`config.mk`:
```
export PLATFORM = sky130hd
export DESIGN_NAME = xbus_ctrl
export DESIGN_NICKNAME = d
export VERILOG_FILES = /design/src/rtl/xbus_pkg.sv /design/src/rtl/xbus_seq.sv /design/src/rtl/xbus_pins.sv /design/src/rtl/xbus_resp.sv /design/src/rtl/xbus_ctrl.sv
export SDC_FILE = /design/constraint.sdc
export NUM_CORES = 1
export LEC_CHECK = 0
export BUFFER_PORTS_ARGS = -buffer_cell sky130_fd_sc_hd__buf_4
export CORE_MARGIN = 3
export CORE_UTILIZATION = 48
export CTS_BUF_LIST = sky130_fd_sc_hd__clkbuf_4 sky130_fd_sc_hd__clkbuf_8
export DETAILED_ROUTE_END_ITERATION = 16
export GPL_TIMING_DRIVEN = 0
export HOLD_SLACK_MARGIN = 0.02
export PLACE_DENSITY = 0.86
export SLEW_MARGIN = 20
export SYNTH_ARGS = -nofsm -noshare
export SYNTH_HDL_FRONTEND = slang
export SYNTH_SLANG_ARGS = --single-unit
```
`constraint.sdc`:
```
create_clock -name clk -period 1.86 [get_ports clk]
set_input_delay 0.186 -clock clk [delete_from_list [all_inputs] [get_ports clk]]
set_output_delay 0.186 -clock clk [all_outputs]
set_load 0.03 [all_outputs]
```
`src/rtl/xbus_pkg.sv`:
```
package xbus_pkg;
  typedef enum logic [2:0] {
    ST_IDLE,
    ST_ALE,
    ST_HOLD,
    ST_STB,
    ST_TAIL
  } bus_st_e;

  typedef enum logic [1:0] {
    K_FETCH = 2'd0,
    K_READ  = 2'd1,
    K_WRITE = 2'd2
  } acc_kind_e;
endpackage

```
`src/rtl/xbus_seq.sv`:
```
module xbus_seq import xbus_pkg::*; #(
  parameter int ADDR_W        = 16,
  parameter int BYTE_W        = 8,
  parameter int CNT_W         = 3,
  parameter int ALE_CYC       = 3,
  parameter int LA_HOLD       = 1,
  parameter int STB_CYC       = 4,
  parameter int DH_CYC        = 1,
  parameter int INT_CODE_SIZE = 12288
) (
  input  logic              clk,
  input  logic              rst,
  input  logic              req_valid,
  input  logic [1:0]        req_kind,
  input  logic [ADDR_W-1:0] req_addr,
  input  logic [BYTE_W-1:0] req_wdata,
  input  logic              code_ext_n,
  input  logic              rdy_in,
  output bus_st_e           nxt_st,
  output logic [CNT_W-1:0]  nxt_cnt,
  output acc_kind_e         nxt_kind,
  output logic [ADDR_W-1:0] nxt_addr,
  output logic [BYTE_W-1:0] nxt_wdata,
  output logic              start,
  output logic              cap,
  output logic              fin,
  output logic              int_fin
);
  localparam logic [CNT_W-1:0] ALE_LAST = CNT_W'(ALE_CYC - 1);
  localparam logic [CNT_W-1:0] HLD_LAST = CNT_W'(LA_HOLD - 1);
  localparam logic [CNT_W-1:0] STB_LAST = CNT_W'(STB_CYC - 1);
  localparam logic [CNT_W-1:0] DH_LAST  = CNT_W'(DH_CYC - 1);
  localparam logic [ADDR_W:0]  ROM_LIM  = (ADDR_W+1)'(INT_CODE_SIZE);

  bus_st_e           st;
  logic [CNT_W-1:0]  cnt;
  acc_kind_e         kind_q;
  logic [ADDR_W-1:0] addr_q;
  logic [BYTE_W-1:0] wdata_q;
  logic              is_internal;

  assign is_internal = (req_kind == 2'd0) && code_ext_n &&
                       ({1'b0, req_addr} < ROM_LIM);

  always_comb begin
    nxt_st    = st;
    nxt_cnt   = cnt;
    nxt_kind  = kind_q;
    nxt_addr  = addr_q;
    nxt_wdata = wdata_q;
    start     = 1'b0;
    cap       = 1'b0;
    fin       = 1'b0;
    int_fin   = 1'b0;
    unique case (st)
      ST_IDLE: begin
        if (req_valid) begin
          if (is_internal) begin
            int_fin = 1'b1;
          end else begin
            start     = 1'b1;
            nxt_st    = ST_ALE;
            nxt_cnt   = '0;
            nxt_kind  = acc_kind_e'((req_kind == 2'd3) ? 2'd1 : req_kind);
            nxt_addr  = req_addr;
            nxt_wdata = req_wdata;
          end
        end
      end
      ST_ALE: begin
        if (cnt == ALE_LAST) begin
          nxt_st  = ST_HOLD;
          nxt_cnt = '0;
        end else begin
          nxt_cnt = cnt + CNT_W'(1);
        end
      end
      ST_HOLD: begin
        if (cnt == HLD_LAST) begin
          nxt_st  = ST_STB;
          nxt_cnt = '0;
        end else begin
          nxt_cnt = cnt + CNT_W'(1);
        end
      end
      ST_STB: begin
        if (cnt == STB_LAST) begin
          if (rdy_in) begin
            nxt_st  = ST_TAIL;
            nxt_cnt = '0;
            cap     = (kind_q != K_WRITE);
          end
        end else begin
          nxt_cnt = cnt + CNT_W'(1);
        end
      end
      ST_TAIL: begin
        if (cnt == DH_LAST) begin
          nxt_st  = ST_IDLE;
          nxt_cnt = '0;
          fin     = 1'b1;
        end else begin
          nxt_cnt = cnt + CNT_W'(1);
        end
      end
      default: nxt_st = ST_IDLE;
    endcase
  end

  always_ff @(posedge clk) begin
    if (rst) begin
      st      <= ST_IDLE;
      cnt     <= '0;
      kind_q  <= K_FETCH;
      addr_q  <= '0;
      wdata_q <= '0;
    end else begin
      st      <= nxt_st;
      cnt     <= nxt_cnt;
      kind_q  <= nxt_kind;
      addr_q  <= nxt_addr;
      wdata_q <= nxt_wdata;
    end
  end


  busy_addr_stable_chk: assert property (@(posedge clk) disable iff (rst)
    (st != ST_IDLE) |=> $stable(addr_q));
endmodule

```
`src/rtl/xbus_pins.sv`:
```
module xbus_pins import xbus_pkg::*; #(
  parameter int ADDR_W = 16,
  parameter int BYTE_W = 8,
  parameter int CNT_W  = 3,
  parameter int WD_LAG = 1
) (
  input  logic                     clk,
  input  logic                     rst,
  input  bus_st_e                  nxt_st,
  input  logic [CNT_W-1:0]         nxt_cnt,
  input  acc_kind_e                nxt_kind,
  input  logic [ADDR_W-1:0]        nxt_addr,
  input  logic [BYTE_W-1:0]        nxt_wdata,
  input  logic                     start,
  output logic                     ale,
  output logic                     psen_n,
  output logic                     rd_n,
  output logic                     wr_n,
  output logic [BYTE_W-1:0]        ad_out,
  output logic                     ad_oe,
  output logic [ADDR_W-BYTE_W-1:0] addr_hi
);
  localparam logic [CNT_W-1:0] LAG_C = CNT_W'(WD_LAG);

  logic strobe_on;
  logic addr_phase;
  logic wr_drive;

  always_comb begin
    strobe_on  = (nxt_st == ST_STB);
    addr_phase = (nxt_st == ST_ALE) || (nxt_st == ST_HOLD);
    wr_drive   = (nxt_kind == K_WRITE) &&
                 ((strobe_on && (nxt_cnt >= LAG_C)) || (nxt_st == ST_TAIL));
  end

  always_ff @(posedge clk) begin
    if (rst) begin
      ale     <= 1'b1;
      psen_n  <= 1'b1;
      rd_n    <= 1'b1;
      wr_n    <= 1'b1;
      ad_oe   <= 1'b0;
      ad_out  <= '0;
      addr_hi <= '0;
    end else begin
      ale    <= (nxt_st == ST_ALE);
      psen_n <= !(strobe_on && (nxt_kind == K_FETCH));
      rd_n   <= !(strobe_on && (nxt_kind == K_READ));
      wr_n   <= !(strobe_on && (nxt_kind == K_WRITE));
      ad_oe  <= addr_phase || wr_drive;
      if (addr_phase)    ad_out <= nxt_addr[BYTE_W-1:0];
      else if (wr_drive) ad_out <= nxt_wdata;
      if (start) addr_hi <= nxt_addr[ADDR_W-1:BYTE_W];
    end
  end


  ale_strobe_excl_chk: assert property (@(posedge clk) disable iff (rst)
    ale |-> (psen_n && rd_n && wr_n));


  one_strobe_chk: assert property (@(posedge clk) disable iff (rst)
    $countones({~psen_n, ~rd_n, ~wr_n}) <= 1);


  no_contention_chk: assert property (@(posedge clk) disable iff (rst)
    (!psen_n || !rd_n) |-> !ad_oe);
endmodule

```
`src/rtl/xbus_resp.sv`:
```
module xbus_resp #(
  parameter int BYTE_W = 8
) (
  input  logic              clk,
  input  logic              rst,
  input  logic              cap,
  input  logic              fin,
  input  logic              int_fin,
  input  logic [BYTE_W-1:0] ad_in,
  output logic [BYTE_W-1:0] rdata,
  output logic              done,
  output logic              int_hit
);
  always_ff @(posedge clk) begin
    if (rst) begin
      rdata   <= '0;
      done    <= 1'b0;
      int_hit <= 1'b0;
    end else begin
      if (cap) rdata <= ad_in;
      done    <= fin || int_fin;
      int_hit <= int_fin;
    end
  end
endmodule

```
`src/rtl/xbus_ctrl.sv`:
```
module xbus_ctrl import xbus_pkg::*; #(
  parameter int ADDR_W        = 16,
  parameter int BYTE_W        = 8,
  parameter int ALE_CYC       = 3,
  parameter int LA_HOLD       = 1,
  parameter int STB_CYC       = 4,
  parameter int WD_LAG        = 1,
  parameter int DH_CYC        = 1,
  parameter int INT_CODE_SIZE = 12288
) (
  input  logic                     clk,
  input  logic                     rst,
  input  logic                     req_valid,
  input  logic [1:0]               req_kind,
  input  logic [ADDR_W-1:0]        req_addr,
  input  logic [BYTE_W-1:0]        req_wdata,
  input  logic                     code_ext_n,
  output logic                     done,
  output logic                     int_hit,
  output logic [BYTE_W-1:0]        rdata,
  input  logic                     rdy_in,
  input  logic                     float_sel,
  output logic                     ale,
  output logic                     psen_n,
  output logic                     rd_n,
  output logic                     wr_n,
  output logic                     ctl_oe,
  output logic [ADDR_W-BYTE_W-1:0] addr_hi,
  output logic [BYTE_W-1:0]        ad_out,
  output logic                     ad_oe,
  input  logic [BYTE_W-1:0]        ad_in
);
  localparam int M1    = (ALE_CYC > LA_HOLD) ? ALE_CYC : LA_HOLD;
  localparam int M2    = (STB_CYC > DH_CYC) ? STB_CYC : DH_CYC;
  localparam int M3    = (M1 > M2) ? M1 : M2;
  localparam int MAXP  = (M3 > WD_LAG) ? M3 : WD_LAG;
  localparam int CNT_W = $clog2(MAXP + 1);

  bus_st_e           nxt_st;
  logic [CNT_W-1:0]  nxt_cnt;
  acc_kind_e         nxt_kind;
  logic [ADDR_W-1:0] nxt_addr;
  logic [BYTE_W-1:0] nxt_wdata;
  logic              start, cap, fin, int_fin;

  assign ctl_oe = rst ? float_sel : 1'b1;

  xbus_seq #(
    .ADDR_W(ADDR_W), .BYTE_W(BYTE_W), .CNT_W(CNT_W), .ALE_CYC(ALE_CYC),
    .LA_HOLD(LA_HOLD), .STB_CYC(STB_CYC), .DH_CYC(DH_CYC),
    .INT_CODE_SIZE(INT_CODE_SIZE)
  ) u_seq (
    .clk(clk), .rst(rst), .req_valid(req_valid), .req_kind(req_kind),
    .req_addr(req_addr), .req_wdata(req_wdata), .code_ext_n(code_ext_n),
    .rdy_in(rdy_in), .nxt_st(nxt_st), .nxt_cnt(nxt_cnt), .nxt_kind(nxt_kind),
    .nxt_addr(nxt_addr), .nxt_wdata(nxt_wdata), .start(start), .cap(cap),
    .fin(fin), .int_fin(int_fin)
  );

  xbus_pins #(
    .ADDR_W(ADDR_W), .BYTE_W(BYTE_W), .CNT_W(CNT_W), .WD_LAG(WD_LAG)
  ) u_pins (
    .clk(clk), .rst(rst), .nxt_st(nxt_st), .nxt_cnt(nxt_cnt),
    .nxt_kind(nxt_kind), .nxt_addr(nxt_addr), .nxt_wdata(nxt_wdata),
    .start(start), .ale(ale), .psen_n(psen_n), .rd_n(rd_n), .wr_n(wr_n),
    .ad_out(ad_out), .ad_oe(ad_oe), .addr_hi(addr_hi)
  );

  xbus_resp #(.BYTE_W(BYTE_W)) u_resp (
    .clk(clk), .rst(rst), .cap(cap), .fin(fin), .int_fin(int_fin),
    .ad_in(ad_in), .rdata(rdata), .done(done), .int_hit(int_hit)
  );


  ready_release_chk: assert property (@(posedge clk) disable iff (rst)
    ($rose(psen_n) || $rose(rd_n) || $rose(wr_n)) |-> $past(rdy_in));


  done_quiet_chk: assert property (@(posedge clk) disable iff (rst)
    done |-> (psen_n && rd_n && wr_n && !ale));
endmodule

```
==> impl_results.md <==
- Slew headroom: between 60 and 70%
- Crit path arrival time: between 2000 and 2500 ps
- Critical Path RT: 2060 ps
- Layout filler cell count: around 360
- Remaining Overflow, GRT: 0
- TritonCTS Buffers: 5
- LEAKAGE: between 1.5 and 2 nW
- Setup ws final: -242 ps
- # IOs: 72
- Hpwl dp: 4320 um
- Cts hold-fix bufs: 0
- Largest net degree at the start of global routing: 17
- Hold WC Path Type: input port to register
- Overall power: around 2.5 mW
- Failing checks: negative setup slack
- Final setup fails: 9
- Vias in the first global route: about 2200
- Most used cell, CP: buf_4
- Syn_nets: about 310
- Synth area leaders: dfxtp_1, mux2i_1, nand2_1
- Netlist cell types: 47
- CP endpoint kind: register
- Seq/Total Area, Yosys: 44.9%
- Root Buffer: clkbuf_8
- Leading area contributor after synthesis: dfxtp_1
- Worst slew pin tran: approximately 520 ps
- Die area: roughly 6000 um2
- Via count: approximately 2300
- Initial Util: 51.0%
- Cell internal pwr: 1.80 mW
- Post-synth EDFFs: 0
- Clock tree from TritonCTS: done
- Number of port buffers: 70
- Final WL: between 6000 and 7000 um
- Fin Setup TNS: -2100 ps
- YS warnings: 0
- Worst hold margin: 103 ps
- Gate count of the mapped netlist: between 200 and 300
- Status: finished with violations
- Clk_lat worst skew: 310 ps
- Setup CP Type: register to register
- Clk sinks: between 50 and 60
- Ant diodes: 0
- Pre-Repair DR Iteration Count: 5
- DRC: 0
- Die span in x: 77.5 um
- Antenna Violating Nets Remaining: 0
- Crit path time final: 2100 ps
- Power density over cell area: 721 nW/um2
- DRT iter0 DRCs: 132
- First-pass GRT wire length: around 10000 um
- Max Slew Vio Count: 0
- Comb power frac: between 20% and 30%
- #FFs+latches synth: between 50 and 60
- Mapped Area: ~2500 um2
- Core ar.: roughly 4800 um2
- Slowest stage cell, crit path: dfxtp_4
- Flop pwr share: between 50% and 60%
- Crit path cell chain: buf_4 > inv_2 > ha_4 > nor2b_4 > o211ai_1 > buf_4 > nand3_4 > o21ai_4 > buf_6 > o21ai_1 > nor2b_1
- Switch share: between 20% and 30%
- Die Height: 77.5 um
- Share of cells above drive strength 1: 43.0%
- Commonest non-fill, non-tap cell in the layout: buf_4
- VDD IR max: 0.582 mV
- Yosys top cell area share: 44.9%
- Routability congestion estimate: 0.898
- Fin. Hold Viols: 0
- Clk_skew: 7.45 ps
- Fin crit share: 113%
- Dominant synthesized flop cell: dfxtp_1
- Setup repair after global routing missed its margin: yes
- Final non-filler cell total: 430
- Row cnt: 25
- Critical-path maximum fanout: 8
- Max-cap violation count: 0
- Clock buffer depth: 2
- Commonest cells after routing, fill and taps aside: buf_4, dfxtp_1, nand2_1
- Crit start category: register
- Vias per inst: 5.43
- Clock transition at the registers of the reported paths: 100 ps
- Layout Utilization: approximately three quarters
- Placed insts: 404
- Fmax: 476 MHz
- Post-Syn Area per Cell: approximately 9 um2
- Dpl cell area: 3120 um2
- Area Growth Syn to Fin: 43.8%
- Slowest stage delay, CP: 390 ps
- Routed len/inst: 16.1 um
- H-tree Lvls: 2
- Switching pwr: 746 uW
- Gr usage total: 21.6%
- Final instance area: approximately 3500 um2
- Asr flop ratio synth: 0%
- Clk pwr share: about a quarter
- Fin nets: around 410
- Pre-CTS setup slack: -366 ps
- Initial antenna violation count: 0
## path summary, 6_finish.rpt
path | startpoint | to | slack [ps] | cells after the start
worst min-delay path | ad_in[6] | u_resp.rdata[6] | 100 | 3
worst max-delay path | u_seq.cnt[1] | u_pins.ad_oe | -240 | 11
worst max register to register | u_seq.cnt[1] | u_pins.ad_oe | -240 | 11
worst min register to register | u_pins.addr_hi[1] | u_pins.addr_hi[1] | 460 | 2
## registers in the layout, indices dropped and copies added, names as in the netlist, 2 cells and up
signal,cells
u_seq.kind_q,2
u_seq.wdata_q,8
u_seq.st,3
u_pins.addr_hi,8
u_resp.rdata,8
u_pins.ad_out,8
u_seq.addr_q,8
u_seq.cnt,3
## cells in the mapped netlist, types with 2 or more instances
cell type,instances
dfxtp_1,55
or2_2,10
nand3_1,2
a21oi_2,6
a31oi_1,3
clkbuf_1,7
inv_1,15
nand2_1,40
nor2b_1,5
nor3_1,2
and3b_1,2
and2_1,2
ha_1,4
or3b_1,8
o221ai_1,8
nor2_1,20
nand2b_1,4
buf_2,4
nor4b_4,2
nand3b_1,8
o21ai_0,3
buf_4,2
a22oi_1,2
a32oi_1,2
buf_6,2
a21oi_1,13
mux2i_1,16
## final cells by class
type / count / area [um2] / area share [%]
buffer: 14 / 93.8 / 2.66
clock buffer: 6 / 76.3 / 2.16
clock inverter: 2 / 12.5 / 0.354
inverter: 15 / 56.3 / 1.59
multi-input combinational: 183 / 1430 / 40.4
sequential: 55 / 1110 / 31.6
tap: 67 / 83.8 / 2.37
timing repair buffer: 88 / 668 / 18.9
## layer usage
metal	wire [um]	track usage, %
met5	0	0
met4	154	7.83
met3	477	4.41
met2	3510	37.4
met1	2790	26.4
## what timing repair did
item / 4_1_cts / 5_1_grt
setup buffers: 8 / 9
resized for setup: 20 / 25
gates cloned: 3 / 0
pin swaps: 15 / 5
setup endpoints to repair: 39 / 39
## critical path: cells and delay by family (launching register included)
kind	cells	cell delay [ps]
and+or+nand+nor	3	370
adders and majority gates	1	150
DFF	1	390
AOI/OAI and AO/OA	3	570
buffers and inverters	4	510
## logic make-up (layout without fill, tap and decap cells)
family | count (synthesis) | count (layout) | share of synthesized area (%)
muxes | 16 | 16 | 6.52
and+or+nand+nor | 110 | 110 | 24.9
adders and majority gates | 4 | 4 | 2.04
buffers and inverters | 31 | 125 | 5.86
AOI/OAI and AO/OA | 50 | 52 | 15.4
DFF | 55 | 55 | 44.9
xor gates and xnor gates | 1 | 1 | 0.357
## power by group through the flow
stage,clock [mW],combinational (mW),sequential (mW)
6_report,0.666,0.604,1.27
4_1_cts,0.669,0.543,1.27
3_3_place_gp,0,0.491,1.30
2_1_floorplan,0,0.264,1.36
5_1_grt,0.729,0.647,1.28
3_5_place_dp,0,0.498,1.30
Power figures use the tool's default switching activity.
